[src/rtl/rdmux_pkg.sv]
// Shared types and sizes for the dual-column readout multiplexer.
package rdmux_pkg;
    // Number of front-end data lines (two per column).
    localparam int LANES = 4;
    // Width of the unit index within a frame.
    localparam int IDX_W = $clog2(LANES);

    // Multiplexer select source.
    typedef enum logic [1:0] {
        SEL_DCLK   = 2'b00,
        SEL_DCLK_N = 2'b01,
        SEL_COL0   = 2'b10,
        SEL_COL1   = 2'b11
    } sel_mode_e;
endpackage

[src/rtl/rdmux_timing.sv]
// Frame timing generator.
// Divides the slot strobe into units (one or two strobes each) and counts
// units within a frame of two or four. It produces the unit strobe, the
// frame-end strobe, the capture strobe and the data-clock level.
// Assumes the configuration is static while rst_n is high.
module rdmux_timing
    import rdmux_pkg::*;
(
    input  logic             clk,
    input  logic             rst_n,
    input  logic             slot_ce,
    input  logic             cfg_fast,
    input  logic             cfg_quad,
    input  logic             cfg_samp_inv,
    output logic             unit_ce,
    output logic             frame_end,
    output logic             samp_stb,
    output logic [IDX_W-1:0] idx,
    output logic             dclk_lvl
);
    localparam logic [IDX_W-1:0] PAIR_LAST = IDX_W'(1);
    localparam logic [IDX_W-1:0] QUAD_LAST = IDX_W'(LANES - 1);

    logic             sub_q;
    logic [IDX_W-1:0] idx_q;
    logic [IDX_W-1:0] last_idx;
    logic [IDX_W-1:0] half_idx;

    // Derive the frame bounds for the current mode.
    always_comb begin
        last_idx = cfg_quad ? QUAD_LAST : PAIR_LAST;
        half_idx = cfg_quad ? IDX_W'(LANES / 2) : IDX_W'(1);
    end

    // A unit ends on every strobe in fast mode, else on every second strobe.
    assign unit_ce   = slot_ce && (cfg_fast || sub_q);
    assign frame_end = unit_ce && (idx_q == last_idx);
    assign samp_stb  = unit_ce && (cfg_samp_inv ? (idx_q == half_idx - IDX_W'(1))
                                                : (idx_q == last_idx));
    assign dclk_lvl  = (idx_q < half_idx);
    assign idx       = idx_q;

    // Strobe divider for base-rate mode.
    always_ff @(posedge clk) begin
        if (!rst_n) begin
            sub_q <= 1'b0;
        end else if (slot_ce && !cfg_fast) begin
            sub_q <= ~sub_q;
        end
    end

    // Unit counter within the frame.
    always_ff @(posedge clk) begin
        if (!rst_n) begin
            idx_q <= '0;
        end else if (unit_ce) begin
            idx_q <= (idx_q == last_idx) ? '0 : idx_q + IDX_W'(1);
        end
    end


    idx_range_chk: assert property (@(posedge clk) disable iff (!rst_n)
        idx_q <= last_idx);


    frame_wrap_chk: assert property (@(posedge clk) disable iff (!rst_n)
        frame_end |=> (idx_q == '0));


    idle_idx_chk: assert property (@(posedge clk) disable iff (!rst_n)
        !slot_ce |=> $stable(idx_q));
endmodule

[src/rtl/rdmux_capture.sv]
// Two-stage sample-and-hold for the data lines.
// Stage one captures din on the capture strobe. Stage two takes stage one at
// every frame end, so the bits played out stay fixed for a whole frame.
module rdmux_capture
    import rdmux_pkg::*;
(
    input  logic             clk,
    input  logic             rst_n,
    input  logic [LANES-1:0] din,
    input  logic             samp_stb,
    input  logic             frame_end,
    output logic [LANES-1:0] held
);
    logic [LANES-1:0] stage1_q;
    logic [LANES-1:0] held_q;

    for (genvar g = 0; g < LANES; g++) begin : g_lane
        // Capture and hold one data line.
        always_ff @(posedge clk) begin
            if (!rst_n) begin
                stage1_q[g] <= 1'b0;
                held_q[g]   <= 1'b0;
            end else begin
                if (samp_stb)  stage1_q[g] <= din[g];
                if (frame_end) held_q[g]   <= stage1_q[g];
            end
        end
    end

    assign held = held_q;


    held_frame_chk: assert property (@(posedge clk) disable iff (!rst_n)
        !frame_end |=> $stable(held_q));
endmodule

[src/rtl/rdmux_select.sv]
// Output bit selection.
// Picks the bit for the current unit from the held lines according to the
// select source, the redundant-line choice, quad mode and constant mode.
// Purely combinational; every input comes from a register or static config.
module rdmux_select
    import rdmux_pkg::*;
(
    input  logic [LANES-1:0] held,
    input  logic [IDX_W-1:0] idx,
    input  logic             dclk_lvl,
    input  logic [1:0]       cfg_sel,
    input  logic             cfg_col0_alt,
    input  logic             cfg_col1_alt,
    input  logic             cfg_const,
    input  logic             cfg_quad,
    output logic             bit_out
);
    sel_mode_e mode;
    logic      col0_bit;
    logic      col1_bit;

    assign mode = sel_mode_e'(cfg_sel);

    // Resolve each column's bit from its chosen line or the test pattern.
    always_comb begin
        col0_bit = cfg_const ? 1'b0 : (cfg_col0_alt ? held[2] : held[0]);
        col1_bit = cfg_const ? 1'b1 : (cfg_col1_alt ? held[3] : held[1]);
    end

    // Choose the bit for the active unit.
    always_comb begin
        if (cfg_quad) begin
            bit_out = cfg_const ? idx[0] : held[idx];
        end else begin
            case (mode)
                SEL_DCLK:   bit_out = dclk_lvl ? col0_bit : col1_bit;
                SEL_DCLK_N: bit_out = dclk_lvl ? col1_bit : col0_bit;
                SEL_COL0:   bit_out = col0_bit;
                default:    bit_out = col1_bit;
            endcase
        end
    end
endmodule

[src/rtl/rdmux_top.sv]
// Dual-column readout data multiplexer, top level.
// Wires the frame timing, the two-stage capture and the output selection
// together. The configuration inputs are static outside reset.
module rdmux_top
    import rdmux_pkg::*;
(
    input  logic             clk,
    input  logic             rst_n,
    input  logic             slot_ce,
    input  logic [1:0]       cfg_sel,
    input  logic             cfg_col0_alt,
    input  logic             cfg_col1_alt,
    input  logic             cfg_const,
    input  logic             cfg_quad,
    input  logic             cfg_samp_inv,
    input  logic             cfg_fast,
    input  logic [LANES-1:0] din,
    output logic             dout,
    output logic             dclk_out
);
    logic             unit_ce;
    logic             frame_end;
    logic             samp_stb;
    logic [IDX_W-1:0] idx;
    logic             dclk_lvl;
    logic [LANES-1:0] held;

    rdmux_timing timing_i (
        .clk          (clk),
        .rst_n        (rst_n),
        .slot_ce      (slot_ce),
        .cfg_fast     (cfg_fast),
        .cfg_quad     (cfg_quad),
        .cfg_samp_inv (cfg_samp_inv),
        .unit_ce      (unit_ce),
        .frame_end    (frame_end),
        .samp_stb     (samp_stb),
        .idx          (idx),
        .dclk_lvl     (dclk_lvl)
    );

    rdmux_capture capture_i (
        .clk       (clk),
        .rst_n     (rst_n),
        .din       (din),
        .samp_stb  (samp_stb),
        .frame_end (frame_end),
        .held      (held)
    );

    rdmux_select select_i (
        .held         (held),
        .idx          (idx),
        .dclk_lvl     (dclk_lvl),
        .cfg_sel      (cfg_sel),
        .cfg_col0_alt (cfg_col0_alt),
        .cfg_col1_alt (cfg_col1_alt),
        .cfg_const    (cfg_const),
        .cfg_quad     (cfg_quad),
        .bit_out      (dout)
    );

    assign dclk_out = dclk_lvl;


    idle_out_chk: assert property (@(posedge clk) disable iff (!rst_n)
        !slot_ce |=> ($stable(dout) && $stable(dclk_out)));


    const_clock_chk: assert property (@(posedge clk) disable iff (!rst_n)
        (cfg_const && !cfg_quad && cfg_sel == SEL_DCLK) |-> (dout == !dclk_out));


    fixed_steady_chk: assert property (@(posedge clk) disable iff (!rst_n)
        (!cfg_quad && cfg_sel[1] && !frame_end) |=> $stable(dout));
endmodule

[config.mk]
export PLATFORM = sky130hd
export DESIGN_NAME = rdmux_top
export DESIGN_NICKNAME = d
export VERILOG_FILES = /design/src/rtl/rdmux_pkg.sv /design/src/rtl/rdmux_timing.sv /design/src/rtl/rdmux_capture.sv /design/src/rtl/rdmux_select.sv /design/src/rtl/rdmux_top.sv
export SDC_FILE = /design/constraint.sdc
export NUM_CORES = 1
export LEC_CHECK = 0
export CAP_MARGIN = 20
export CORE_MARGIN = 8
export CORE_UTILIZATION = 45
export CTS_BUF_LIST = sky130_fd_sc_hd__clkbuf_4 sky130_fd_sc_hd__clkbuf_8
export DETAILED_ROUTE_END_ITERATION = 8
export PLACE_DENSITY = 0.76
export RECOVER_POWER = 25
export SLEW_MARGIN = 20
export SYNTH_ARGS = -nofsm -noshare
export SYNTH_HDL_FRONTEND = slang
export SYNTH_SLANG_ARGS = --single-unit
[constraint.sdc]
create_clock -name clk -period 4.15 [get_ports clk]
set_input_delay 1.245 -clock clk [delete_from_list [all_inputs] [get_ports clk]]
set_output_delay 1.245 -clock clk [all_outputs]
set_load 0.01 [all_outputs]
==> results of run 1 <==
## registers in the layout, summed over array words and instances (netlist names)
name and cells:
capture_i.held 4, capture_i.stage1_q 4, timing_i.idx 2, timing_i.sub_q 1
## placed cells by master (no fill, tap or decap), types with 3 or more instances in the layout
master,n
clkdlybuf4s50_1,13
o21ai_0,5
mux2i_1,10
inv_2,3
nor2b_1,10
clkbuf_4,4
dfxtp_1,11
## routing by layer
metal  vias to the layer above  part of all wire (%)  routed length (um)  GRT usage [%]
met5                         -                     0                   0              0
met4                         0                  0.71                   9           5.04
met3                         2                   3.5                  44           1.96
met2                        11                    47                 596           16.8
met1                       224                    49                 617           11.3
li1                        277                     -                   -              -
## tightest hold or removal path, cell delays in order (launching register included)
cell     delay (ns)
dfxtp_1        0.33
mux2i_1        0.06
nor2b_1        0.09
## worst min-delay path by stage
stage / startpoint / endpoint / slack [ns] / depth (start not counted)
final: capture_i.stage1_q[0] / capture_i.held[0] / 0.52 / 2
after global placement: capture_i.stage1_q[2] / capture_i.held[2] / 0.49 / 2
after detailed placement: capture_i.stage1_q[2] / capture_i.stage1_q[2] / 0.51 / 2
after floorplan: capture_i.stage1_q[0] / capture_i.held[0] / 0.48 / 2
after CTS: capture_i.stage1_q[2] / capture_i.stage1_q[2] / 0.53 / 2
after global routing: capture_i.stage1_q[2] / capture_i.held[2] / 0.54 / 2
## kinds of logic after synthesis
logic type | Yosys count | share of synthesized area, %
mux | 11 | 18.0
buf+inv | 4 | 2.42
xor+xnor | 1 | 1.41
flops | 11 | 35.6
fa+ha+maj | 2 | 4.04
simple gates | 23 | 22.6
compound gates | 13 | 16.0
## cell type report
cell class                      count  area, sq um  area share [%]
Multi-Input combinational cell     50          399            46.9
Sequential cell                    11          220            25.9
Timing Repair Buffer               18          171            20.1
Clock buffer                        4         30.0            3.53
Tap cell                           15         18.8            2.21
Inverter                            3         11.3            1.32
## power groups by stage
| stage | sequential (uW) | combinational [uW] | clock, uW |
|---|---|---|---|
| 3_5_place_dp | 114 | 47.1 | 0 |
| 5_1_grt | 113 | 51.2 | 88.2 |
| 2_1_floorplan | 114 | 23.8 | 0 |
| 4_1_cts | 112 | 48.1 | 79.7 |
| 6_report | 112 | 46.4 | 76.9 |
| 3_3_place_gp | 114 | 46.2 | 0 |
## metrics by stage
stage	power (uW)	utilization, %	worst slack (ns)	instance area, sq um	instances
after CTS	240	65.7	0.00650	855	101
after global placement	161	62.2	-0.556	810	97
final	235	65.4	0.131	851	101
after global routing	252	65.4	0.0581	851	101
after floorplan	138	-	0.378	619	65
after detailed placement	161	62.2	-0.591	810	97
## repair_timing
item / in CTS / in global routing
cloned: 0 / 0
gates resized for setup: 8 / 2
pin swaps: 0 / 1
setup endpoints to repair: 2 / 1
==> key figures, run 1 <==
Run status
  – Outcome: finished, final reports clean

Synthesis
  – Synth area leaders: dfxtp_1 36%, mux2i_1 16%, nor2b_1 10%, ha_1 4.0%, o21ai_0 3.2%
  – Ys flop type: dfxtp_1
  – Net Count, Synth: 82
  – Synth unique cells: 28
  – Synthesized area per cell: 9.53 sq um
  – Synth cell count leaders: 11 x dfxtp_1, 10 x mux2i_1, 10 x nor2b_1, 4 x o21ai_0
  – Post-synth ARST share: 0%
  – Post-synth EDFFs: 0
  – Cell with the most instances after synthesis: dfxtp_1
  – Synth area leader: dfxtp_1
  – Synthesis-stage register bit count: 11
  – Yosys warnings: 0
  – Post-synth top area share: between 30% and 40%
  – Cell Area, Synth: 619 sq um
  – Register area share after synthesis: a little over a third
  – Mapped Cells: 65

Critical path
  – Buffers & Inverters on Critical Path: 4
  – Flop2flop setup slack: 2.41 ns
  – Worst Reg-to-Reg Cells: 6
  – Top Family by Delay on Critical Path: simple AND/OR/NAND/NOR gates
  – CP Capture Point: dout
  – Levels on crit path: 8
  – CP startpoint: cfg_quad
  – CP dominant cell by count: inv_2
  – Critical-path top delay cell: or3_1
  – CP cell instances: clkdlybuf4s15_2, inv_2, ha_4, inv_2, o311a_1, or3_1, and3_1, buf_2
  – Worst path required time: about 2.9 ns
  – Slowest Stage Delay on Critical Path: 0.36 ns
  – CP Capture Type: output pin
  – Max FO, Critical Path: 3
  – Critical setup path kind: input port to output pin
  – Critical path launch point type: input port
  – Reg2Reg Launch Point: timing_i.idx[0]
  – RR Endpoint: capture_i.stage1_q[3]
  – CP Data Arrival Time: approximately 2.8 ns

Pwr
  – Switching Share: a little under a quarter
  – Comb power frac: 19.7%
  – P per Cell Area: around 280 nW/um^2
  – Clock share of power: 32.7%
  – P_sw: roughly 54 uW
  – Reg power frac: a little under half
  – P_int: ~180 uW
  – Static Leak: 0.000325 uW
  – VDD IR-drop max: about 170 uV

STA
  – Max-slew headroom: ~62%
  – Slew Viols, Final: 0
  – Setup_tns: 0 ns
  – Final Hold Vio Count: 0
  – Slew @ Worst Pin: about 0.57 ns
  – Final period utilization: a little over nine tenths
  – Hold Slack: 0.520 ns
  – Layout Skew: about 0.0014 ns
  – Final setup viols: 0
  – Fmax: around 0.25 GHz
  – Min cycle time layout: between 4 and 5 ns
  – RSZ-0062 raised after global routing: no

Floorplanning
  – DIE HEIGHT: 53.1 um
  – Starting Density: a little under half
  – Standard-cell rows: 13
  – I/O pin total: 17
  – Die area: ~2800 sq um
  – Die width: 53.1 um
  – Core Region: ~1300 sq um

GRT
  – Tot GR Track Use: approximately a tenth
  – Initial antenna violation count: 0
  – GRT Residual Overflow: 0
  – Vias in the first global route: approximately 500
  – Pin count of the biggest net entering global routing: 12
  – Wire length of the first global-routing pass: around 2200 um

CTS
  – Clk sink count: 11
  – Reg clk slew, reported paths: approximately 0.070 ns
  – CTS root buf: clkbuf_4
  – Skew-Pair Late Insertion Delay: 0.26 ns
  – Setup bufs post-CTS: 0
  – H-tree depth: 1
  – Total CTS buffers: 3
  – Post-CTS Hold Buffers: 0
  – CTS Buffer Depth: 2
  – CTS tree: done

Drt
  – Drt first pass iters: 2
  – DRC errors left: 0
  – DR WL/cell: 12.6 um
  – Post-DRT Antenna Nets: 0
  – Detailed Route Iter0 Violations: 4
  – Via count: between 500 and 600
  – Via density: ~5.1
  – Post-Route WL: 1270 um

Finish
  – Diodes inserted: 0
  – Syn-to-layout area delta: 37.4%
  – Fin nets: 104
  – Layout cell share with drive strength beyond 1: 18.6%
  – Number of fill cells: between 100 and 150

Placement
  – Detailed Place HPWL: around 1000 um
  – GP Congestion: about 0.81
  – # port buffers: 16

Worst hold path
  – Tightest Hold Check Type: register to register

Flow run
  – Max_cap viols: 0
(Power assumes the default switching activity.)
==> inputs of run 2 (changes only) <==
--- a/config.mk
+++ b/config.mk
@@ -6,11 +6,11 @@
 export NUM_CORES = 1
 export LEC_CHECK = 0
 export CAP_MARGIN = 20
-export CORE_MARGIN = 8
-export CORE_UTILIZATION = 45
+export CORE_AREA = 8 8 45 47
 export CTS_BUF_LIST = sky130_fd_sc_hd__clkbuf_4 sky130_fd_sc_hd__clkbuf_8
 export DETAILED_ROUTE_END_ITERATION = 8
-export PLACE_DENSITY = 0.76
+export DIE_AREA = 0 0 53 55
+export PLACE_DENSITY = 0.78
 export RECOVER_POWER = 25
 export SLEW_MARGIN = 20
 export SYNTH_ARGS = -nofsm -noshare
==> run 2 against run 1 <==
Against the previous run: total power fell by 0.35%; critical endpoint unchanged; combinational power barely moved; utilization fell by 4.0 points; clock skew barely moved; sequential power barely moved; wire length fell by 2.8%; sequential share of layout area barely moved; largest power group unchanged.
==> key figures, run 2 (same netlist as run 1, synthesis figures left out) <==
Finish
  – Layout cell share with drive strength beyond 1: ~17%
  – Most frequent cells in the layout: 13 x clkdlybuf4s50_1, 11 x dfxtp_1, 10 x nor2b_1, 10 x mux2i_1, 5 x o21ai_0
  – Post-Layout Cell Count: ~100
  – Fin nets: between 100 and 150
  – Commonest non-fill, non-tap cell in the layout: clkdlybuf4s50_1
  – Syn-to-layout area delta: 37.2%
  – Diodes inserted: 0
  – Number of fill cells: between 100 and 150
  – FF/Latch Area: about 220 sq um
  – Multi-input logic area: slightly below 400 sq um

CTS
  – Skew-Pair Late Insertion Delay: between 0.2 and 0.3 ns
  – CTS Buffer Depth: 2
  – Total CTS buffers: 3
  – Clk sink count: 11
  – H-tree depth: 1
  – Reg clk slew, reported paths: 0.07 ns
  – Setup bufs post-CTS: 0
  – CTS root buf: clkbuf_4
  – Post-CTS Hold Buffers: 0
  – CTS tree: done

Drt
  – DR WL/cell: between 10 and 15 um
  – DRC errors left: 0
  – Post-Route WL: 1230 um
  – Via count: ~530
  – Detailed Route Iter0 Violations: 4
  – Drt first pass iters: 2
  – Via density: 5.21
  – Post-DRT Antenna Nets: 0

STA
  – RSZ-0062 raised after global routing: no
  – Final setup viols: 0
  – Fmax: approximately 0.25 GHz
  – Min cycle time layout: slightly above 4 ns
  – Slew @ Worst Pin: around 0.53 ns
  – Hold Slack: between 0.5 and 0.6 ns
  – Layout Skew: around 0.0010 ns
  – Final period utilization: just under 100%
  – Max-slew headroom: 64.3%
  – Final Hold Vio Count: 0
  – Slew Viols, Final: 0

Pwr
  – Static Leak: ~0.00033 uW
  – P per Cell Area: between 200 and 300 nW/um^2
  – VDD IR-drop max: roughly 180 uV

GRT
  – GRT Residual Overflow: 0
  – Vias in the first global route: ~560
  – Initial antenna violation count: 0
  – Wire length of the first global-routing pass: approximately 2100 um
  – Pin count of the biggest net entering global routing: 12
  – Tot GR Track Use: under 10%

Worst hold path
  – Tightest Hold Check Type: register to register
  – Hold Startpoint: capture_i.stage1_q[0]
  – Hold Crit Depth: 2

Run status
  – Outcome: finished, final reports clean

Floorplanning
  – Die width: 53 um
  – I/O pin total: 17
  – DIE HEIGHT: 55 um
  – Core Region: ~1400 sq um
  – Die area: slightly below 3000 sq um
  – Standard-cell rows: 14
  – Starting Density: between 40% and 50%

Critical path
  – CP Data Arrival Time: roughly 2.8 ns
  – Critical setup path kind: input port to output pin
  – Worst path required time: 2.90 ns
  – CP Capture Type: output pin
  – Max FO, Critical Path: 3
  – CP startpoint: cfg_quad
  – Reg2Reg Launch Point: timing_i.idx[0]
  – Critical path launch point type: input port
  – Worst Reg-to-Reg Cells: 6

Flow run
  – Max_cap viols: 0

Placement
  – # port buffers: 16
  – Placed cell count: ~100
  – GP Congestion: around 0.74
## run 2: worst paths after layout
path / endpoint / slack, ns
min: capture_i.stage1_q[0] / 0.52
max: dout / 0.11
min reg2reg: capture_i.stage1_q[0] / 0.52
max reg2reg: capture_i.stage1_q[1] / 2.37
## run 2: through the flow
step	total power (uW)	utilization [%]	worst slack (ns)	cell area (sq um)	setup TNS [ns]
floorplan	138	-	0.378	619	0
global placement	160	58.6	-0.557	811	-0.557
detailed placement	161	58.6	-0.617	811	-0.622
CTS	238	61.4	0.0742	850	0
global route	250	61.4	0.0301	850	0
finish	234	61.4	0.113	850	0
## run 2: cell type report
type / count / area share [%]
repair buffers: 18 / 20.2
clock buffers: 4 / 3.53
multi-input cells: 50 / 46.7
well taps: 16 / 2.36
flip-flops and latches: 11 / 25.9
inverters: 3 / 1.33
## run 2: layer usage
| metal | wire length, um | vias up | global-route usage, % |
|---|---|---|---|
| met3 | 55 | 0 | 2.14 |
| met1 | 534 | 245 | 9.34 |
| met4 | 0 | 0 | 2.59 |
| li1 | - | 278 | - |
| met2 | 643 | 8 | 17.8 |
| met5 | 0 | - | 0 |
## run 2: worst max-delay path, stage by stage
cell and delay (ns):
clkdlybuf4s15_2 0.19, inv_2 0.05, ha_4 0.27, inv_2 0.03, o311a_1 0.34, or3_1 0.37
and3_1 0.17, buf_2 0.13
## run 2: report_power, final
part	switching, uW	internal (uW)
logic	17.5	28.8
clock network	32.7	43.6
registers	2.97	109
## run 2: repair_timing
action	CTS	global route
resized for setup	9	0
pin swaps	0	1
setup endpoints to repair	2	1
